<file path="config.mk">
export PLATFORM = sky130hd
export DESIGN_NAME = tpg3_source
export DESIGN_NICKNAME = d
export VERILOG_FILES = /design/src/rtl/pgen_pkg.sv /design/src/rtl/pgen_feedback.sv /design/src/rtl/pgen_state.sv /design/src/rtl/tpg3_source.sv
export SDC_FILE = /design/constraint.sdc
export NUM_CORES = 1
export LEC_CHECK = 0
export BUFFER_PORTS_ARGS = -buffer_cell sky130_fd_sc_hd__buf_2
export CAP_MARGIN = 0
export CELL_PAD_IN_SITES_DETAIL_PLACEMENT = 1
export CELL_PAD_IN_SITES_GLOBAL_PLACEMENT = 2
export CORE_AREA = 2 2 39 41
export DETAILED_ROUTE_END_ITERATION = 10
export DIE_AREA = 0 0 41 43
export PLACE_DENSITY = 0.5
export SETUP_SLACK_MARGIN = 0.1
export SLEW_MARGIN = 10
export SYNTH_ARGS = -nofsm -noshare
export SYNTH_HDL_FRONTEND = slang
export SYNTH_HIERARCHICAL = 1
export SYNTH_SLANG_ARGS = --single-unit
</file>
<file path="constraint.sdc">
create_clock -name clk -period 2.5 [get_ports clk]
set_input_delay 0.5 -clock clk [delete_from_list [all_inputs] [get_ports clk]]
set_output_delay 0.5 -clock clk [all_outputs]
set_load 0.02 [all_outputs]
</file>
<file path="src/rtl/pgen_pkg.sv">
package pgen_pkg;
  localparam int unsigned STAGES = 3;
  typedef logic [STAGES-1:0] pat_t;
  localparam pat_t DEFAULT_SEED = '1;
  // feedback taps: top stage and bottom stage
  localparam int unsigned TAP_HI = STAGES - 1;
  localparam int unsigned TAP_LO = 0;
endpackage

</file>
<file path="src/rtl/pgen_feedback.sv">
module pgen_feedback
  import pgen_pkg::*;
(
  input  pat_t cur,
  output pat_t nxt
);
  // shift toward MSB; new LSB is XOR of the two taps
  for (genvar i = 1; i < STAGES; i++) begin : g_shift
    assign nxt[i] = cur[i-1];
  end
  assign nxt[0] = cur[TAP_HI] ^ cur[TAP_LO];
endmodule

</file>
<file path="src/rtl/pgen_state.sv">
module pgen_state
  import pgen_pkg::*;
#(
  parameter pat_t SEED = DEFAULT_SEED
) (
  input  logic clk,
  input  logic rst,
  input  logic adv,
  input  pat_t nxt,
  output pat_t q
);
  always_ff @(posedge clk) begin
    if (rst)      q <= SEED;
    else if (adv) q <= nxt;
  end

  a_r4_hold_when_idle: assert property (@(posedge clk) disable iff (rst)
    !adv |=> $stable(q));
  a_r1_seed_load: assert property (@(posedge clk)
    rst |=> (q == SEED));
endmodule

</file>
<file path="src/rtl/tpg3_source.sv">
module tpg3_source
  import pgen_pkg::*;
#(
  parameter pat_t SEED = DEFAULT_SEED
) (
  input  logic             clk,
  input  logic             rst,
  input  logic             pat_ready,
  output logic             pat_valid,
  output logic [STAGES-1:0] pat_data
);
  pat_t state_q;
  pat_t state_nxt;
  logic valid_q;
  logic take;

  always_ff @(posedge clk) begin
    if (rst) valid_q <= 1'b0;
    else     valid_q <= 1'b1;
  end

  assign take = valid_q & pat_ready;

  pgen_feedback u_fb (
    .cur (state_q),
    .nxt (state_nxt)
  );

  pgen_state #(.SEED(SEED)) u_st (
    .clk (clk),
    .rst (rst),
    .adv (take),
    .nxt (state_nxt),
    .q   (state_q)
  );

  assign pat_valid = valid_q;
  assign pat_data  = state_q;

  a_r6_reset_wins: assert property (@(posedge clk)
    rst |=> !pat_valid);
  a_r2_valid_sticks: assert property (@(posedge clk) disable iff (rst)
    pat_valid |=> pat_valid);

  if (SEED != '0) begin : g_live
    a_r7_never_zero: assert property (@(posedge clk) disable iff (rst)
      pat_valid |-> (pat_data != '0));
    a_r3_moves_on_take: assert property (@(posedge clk) disable iff (rst)
      (pat_valid && pat_ready) |=> (pat_data != $past(pat_data)));
  end
endmodule

</file>
==> results of run 1 <==
## power by group
group	internal [uW]	switching, uW	total [uW]
clock network	53.6	25.8	79.5
logic	8.97	11.6	20.6
registers	68.4	3.30	71.7
## metrics by stage
stage	std cells	worst slack, ns	utilization [%]
floorplan	15	1.431	-
global placement	35	1.293	14.01
detailed placement	35	1.291	14.01
CTS	38	1.193	15.64
global route	38	1.161	15.64
finish	38	1.207	15.64
## layout make-up
| cell class | instances | area, um2 |
|---|---|---|
| clock buffers | 3 | 22.52 |
| multi-input cells | 8 | 60.06 |
| well taps | 16 | 20.02 |
| inverters | 1 | 3.754 |
| fillers | 162 | 1167 |
| repair buffers | 6 | 30.03 |
| flip-flops and latches | 4 | 80.08 |
## routing by layer
layer / up-vias / share of wire, % / routed length [um]
met5: - / 0 / 0
met4: 0 / 1.8 / 6
met3: 2 / 19 / 62
met2: 9 / 26 / 85
met1: 53 / 53 / 175
li1: 63 / - / -
## cell families after synthesis
kind of cell | synth area share (%)
AOI/OAI and AO/OA | 16.54
xor gates and xnor gates | 5.513
buffers and inverters | 11.81
DFF | 50.40
and+or+nand+nor | 15.75
## placed cells by master, fill, tap and decap left out
| cell type | count |
|---|---|
| dfxtp_1 | 4 |
| inv_1 | 1 |
| a211o_1 | 3 |
| nor2b_1 | 3 |
| xor2_1 | 1 |
| clkbuf_4 | 3 |
| and2_1 | 1 |
| buf_2 | 6 |
## flip-flops by register name, summed over array words and instances (netlist names)
register   count
u_st/q         3
pat_valid      1
## how the worst max path moves through the flow
stage                    from  slack (ns)     endpoint  cells past startpoint
detailed placement  pat_ready        1.29    u_st/q[2]                      4
global placement    pat_ready        1.29    u_st/q[1]                      4
CTS                 u_st/q[0]        1.19  pat_data[0]                      1
finish              u_st/q[0]        1.21  pat_data[0]                      1
global route        u_st/q[0]        1.16  pat_data[0]                      1
floorplan           pat_ready        1.43    u_st/q[0]                      3
==> impl_metrics.ini, run 1 <==
[sta]
tightest_slew_ns = 0.2073
finalHoldViolations = 0
fin_skew_ns = 0.006378
finalSetupTns_ns = 0
fmax_mhz = 773.3
finalSetupViolations = 0
hold_ws_ns = 0.4650
period_needed_ns = 1.293
period_share_pct = 51.73
slew_violations = 0
timing.slew.headroom_pct = 86.18
rsz0062_at_grt = no

[critical_path]
cp-start-kind = flip-flop
path_buf_inv = 1
ff2ff_path_depth = 3
crit_family = flip-flops
rr_startpoint = pat_valid
arrival_ns = 0.79
end_kind = primary output
max_stage_delay_ns = 0.37
rr_endpoint = u_st/q[2]
rrSetupSlack_ns = 1.54
worstPathRequired_ns = 2.00
path_cells = buf_2
cpMaxStageDelayCell = dfxtp_1
crit_fanout = 4
crit_type = reg2out

[yosys]
synth.largest_area_cell = dfxtp_1
async_flop_share_pct = 0
synth_top_flop_cell = dfxtp_1
netlist.area_leader.share_pct = 50.39
yosysSeqAreaShare_pct = 50.39
synth_edf_count = 0
synth_nets = 18
synth_area_um2 = 158.9
synth_seq_cells = 4
postSynthCellCount = 15
yosysWarnings = 6
post-synth-top-count-cell = dfxtp_1
yosys-top-cells-area = dfxtp_1 (50%), a211o_1 (17%), nor2b_1 (12%)
synth_area_per_cell_um2 = 10.59
synth_cell_type_count = 7
synthTopCellsByCount = dfxtp_1 (4), a211o_1 (3), nor2b_1 (3), buf_4 (2)

[global_route]
met3_usage_pct = 7.853
gr-usage-met2_pct = 4.063
grt_first_pass_wirelength_um = 496
grt_pass1_vias = 113
grt-ovfl-total = 0
grt_use_total_pct = 5.321
use_met1_pct = 5.145
grt-busiest-layer = met3
grt_max_degree = 7
antenna_found_initial = 0

[clock_tree]
clk_pin_slew_ns = 0.04
cts_made_buffers = 3
cts_setup_buffers = 0
hold_buffers = 0
cts_buffer_depth = 2
clock_latency_ns = 0.24
cts_tree = done
root_buffer = clkbuf_4
h-tree-depth = 1
cts-resized-gates = 0
cts.sink_count = 4

[layout]
diodes = 0
drive_above_1_share_pct = 40.91
nets = 27
area_growth_syn_to_layout_pct = 36.22
stdcell_area_um2 = 216.5

[power_and_ir_drop]
irDropWorstVdd_mv = 0.1624
p_total_uw = 171.8
power_density_mw_per_mm2 = 793.5
p_leak_uw = 0.00009271

[min_path]
hp-start = rst
hold_end = pat_valid
worstHoldPathCells = 2
hp-class = in2reg

[drt]
drcViolationCount = 0
final_antenna_net_count = 0
viasPerCell = 3.342
routed_wirelength_um = 330
first_iter_violations = 5
wl_per_cell_um = 8.684
drtPass1Iterations = 2
vias = 127

[flow_run]
maxCapViolCount = 0

[die]
io_pins = 7
die_x_um = 41
initial_core_util_pct = 11.48
dieArea_mm2 = 0.001763
row_count = 14
coreArea_mm2 = 0.001384
dieHeight_um = 43

[placement]
place_congestion = 0.5012
dpl_cell_area_um2 = 193.9
port-buffer-count = 6

[run_status]
status = complete, no violations
(Power assumes the default switching activity.)
==> run 2: changes to the inputs <==
--- a/config.mk
+++ b/config.mk
@@ -5,6 +5,7 @@
 export SDC_FILE = /design/constraint.sdc
 export NUM_CORES = 1
 export LEC_CHECK = 0
+export ABC_AREA = 1
 export BUFFER_PORTS_ARGS = -buffer_cell sky130_fd_sc_hd__buf_2
 export CAP_MARGIN = 0
 export CELL_PAD_IN_SITES_DETAIL_PLACEMENT = 1
@@ -12,7 +13,7 @@
 export CORE_AREA = 2 2 39 41
 export DETAILED_ROUTE_END_ITERATION = 10
 export DIE_AREA = 0 0 41 43
-export PLACE_DENSITY = 0.5
+export PLACE_DENSITY = 0.56
 export SETUP_SLACK_MARGIN = 0.1
 export SLEW_MARGIN = 10
 export SYNTH_ARGS = -nofsm -noshare
==> constraint.sdc (replaced) <==
create_clock -name clk -period 1.2 [get_ports clk]
set_input_delay 0.24 -clock clk [delete_from_list [all_inputs] [get_ports clk]]
set_output_delay 0.24 -clock clk [all_outputs]
set_load 0.02 [all_outputs]
==> impl_metrics.ini, run 2 <==
[run_status]
status = complete, no violations

[sta]
fmax_mhz = 975.5
finalSetupTns_ns = 0
fin_skew_ns = 0.002205
period_needed_ns = 1.025
tightest_slew_ns = 0.1356
finalSetupViolations = 0
period_share_pct = 85.43
finalHoldViolations = 0
rsz0062_at_grt = no
slew_violations = 0
timing.slew.headroom_pct = 90.95

[global_route]
grt_pass1_vias = 192
antenna_found_initial = 0
grt-ovfl-total = 0
grt_max_degree = 6
grt_first_pass_wirelength_um = 752
grt_use_total_pct = 7.150

[layout]
largest_reg_flops = 3
final_common_cell = nand2_1
layout_common_cells = nand2_1 (10), buf_2 (6), inv_1 (5)
num-fill-cells = 179
diodes = 0
area_growth_syn_to_layout_pct = 34.56
nets = 37
regMostFlops = u_st/q
drive_above_1_share_pct = 34.38

[critical_path]
rr_endpoint = u_st/q[1]
arrival_ns = 0.79
rrSetupSlack_ns = 0.41
end_kind = primary output
crit_type = reg2out
path_buf_inv = 1
cp-start-kind = flip-flop
path_cells = buf_2
crit_fanout = 4
cpMaxStageDelayCell = dfxtp_1
worstPathRequired_ns = 0.96
rr_startpoint = pat_valid
crit_family = flip-flops
ff2ff_path_depth = 5
max_stage_delay_ns = 0.37

[min_path]
worstHoldPathCells = 2
hp-start = rst
hp-class = in2reg
hold_end = pat_valid

[yosys]
yosysWarnings = 6
synth_cell_type_count = 6
synth-simple-area-share_pct = 30.88
postSynthCellCount = 25
synth.largest_area_cell = dfxtp_1
yosys-top-cells-area = dfxtp_1 (47%), nand2_1 (22%), inv_1 (11%)
synthTopCellsByCount = nand2_1 (10), inv_1 (5), dfxtp_1 (4), nand3_1 (3), buf_4 (2)
synth_seq_cells = 4
synth_top_flop_cell = dfxtp_1
synthMuxAreaShare_pct = 0
post-synth-top-count-cell = nand2_1
netlist.area_leader.share_pct = 47.06
synthAdderAreaFrac_pct = 0
synth_area_per_cell_um2 = 6.807
async_flop_share_pct = 0
synth_nets = 28
yosysSeqAreaShare_pct = 47.06
synth_area_um2 = 170.2
yosys.area_share.xor_xnor_pct = 0
synth-compound-area-share_pct = 0
synth_edf_count = 0
synth_top_family_by_area = simple AND/OR/NAND/NOR gates

[die]
io_pins = 7
dieArea_mm2 = 0.001763
dieHeight_um = 43
coreArea_mm2 = 0.001384
row_count = 14
initial_core_util_pct = 12.30
die_x_um = 41

[clock_tree]
clk_pin_slew_ns = 0.04
cts_made_buffers = 3
cts_tree = done
root_buffer = clkbuf_4
cts.sink_count = 4
cts_buffer_depth = 2
h-tree-depth = 1
clock_latency_ns = 0.23

[drt]
routed_wirelength_um = 452
viasPerCell = 3.604
first_iter_violations = 4
final_antenna_net_count = 0
vias = 173
drtPass1Iterations = 3
drcViolationCount = 0
wl_per_cell_um = 9.417

[power_and_ir_drop]
p_total_uw = 361.5
p_leak_uw = 0.0001396
irDropWorstVdd_mv = 0.5789
power_density_mw_per_mm2 = 1579

[placement]
place_congestion = 0.6091
port-buffer-count = 6
hpwl_um = 315

[flow_run]
maxCapViolCount = 0
## run 2: cell types whose count changed after synthesis, sizes merged
| cell | change |
|---|---|
| xor2 | -1 |
| nand3 | +3 |
| nand2 | +10 |
| nor2b | -3 |
| inv | +5 |
| and2 | -1 |
| a211o | -3 |
## run 2: metal layers
metal | global-route usage, % | wire (um) | part of all wire [%] | up-vias
met3 | 6.283 | 45 | 10 | 0
li1 | - | - | - | 85
met2 | 10.94 | 207 | 46 | 9
met1 | 6.818 | 199 | 44 | 79
met5 | 0 | 0 | 0 | -
met4 | 2.000 | 0 | 0 | 0
## run 2: final cells by class
class                      count  area [um2]  share of cell area (%)
inverter                       6       22.52                   9.836
tap                           16       20.02                   8.743
timing repair buffer           6       30.03                   13.11
sequential                     4       81.33                   35.52
multi-input combinational     13       52.55                   22.95
clock buffer                   3       22.52                   9.836
## run 2: worst max path at each step
stage,start,endpoint,slack (ns),cells past startpoint
after floorplan,pat_valid,u_st/q[0],0.34,5
after global placement,u_st/q[0],pat_data[0],0.43,1
after detailed placement,u_st/q[0],u_st/q[0],0.39,5
after CTS,u_st/q[0],pat_data[0],0.14,1
after global routing,u_st/q[2],pat_data[2],0.13,1
final,u_st/q[2],pat_data[2],0.17,1
## run 2: power breakdown
part           internal [uW]  switching [uW]
Sequential               143            7.72
Clock                    112            52.1
Combinational           15.9            31.0
Total                    271            90.8
## run 2: logic make-up (layout without fill, tap and decap cells)
group | after synthesis | in the layout
buf+inv | 8 | 15
flops | 4 | 4
simple gates | 13 | 13
## run 2: per-stage QoR
stage / cell area [um2] / hold slack, ns / std cells / util, % / worst slack, ns
2_1_floorplan: 170.2 / 0.2965 / 25 / - / 0.3446
3_3_place_gp: 205.2 / 0.4078 / 45 / 14.83 / 0.4287
3_5_place_dp: 205.2 / 0.4111 / 45 / 14.83 / 0.3935
4_1_cts: 227.7 / 0.1644 / 48 / 16.46 / 0.1359
5_1_grt: 229.0 / 0.1674 / 48 / 16.55 / 0.1275
6_report: 229.0 / 0.1727 / 48 / 16.55 / 0.1748
## run 2: timing repair
item                       CTS  global route
hold buffers                 0             0
setup endpoints to repair    0             1
resized for setup            0             1
buffers inserted             0             0
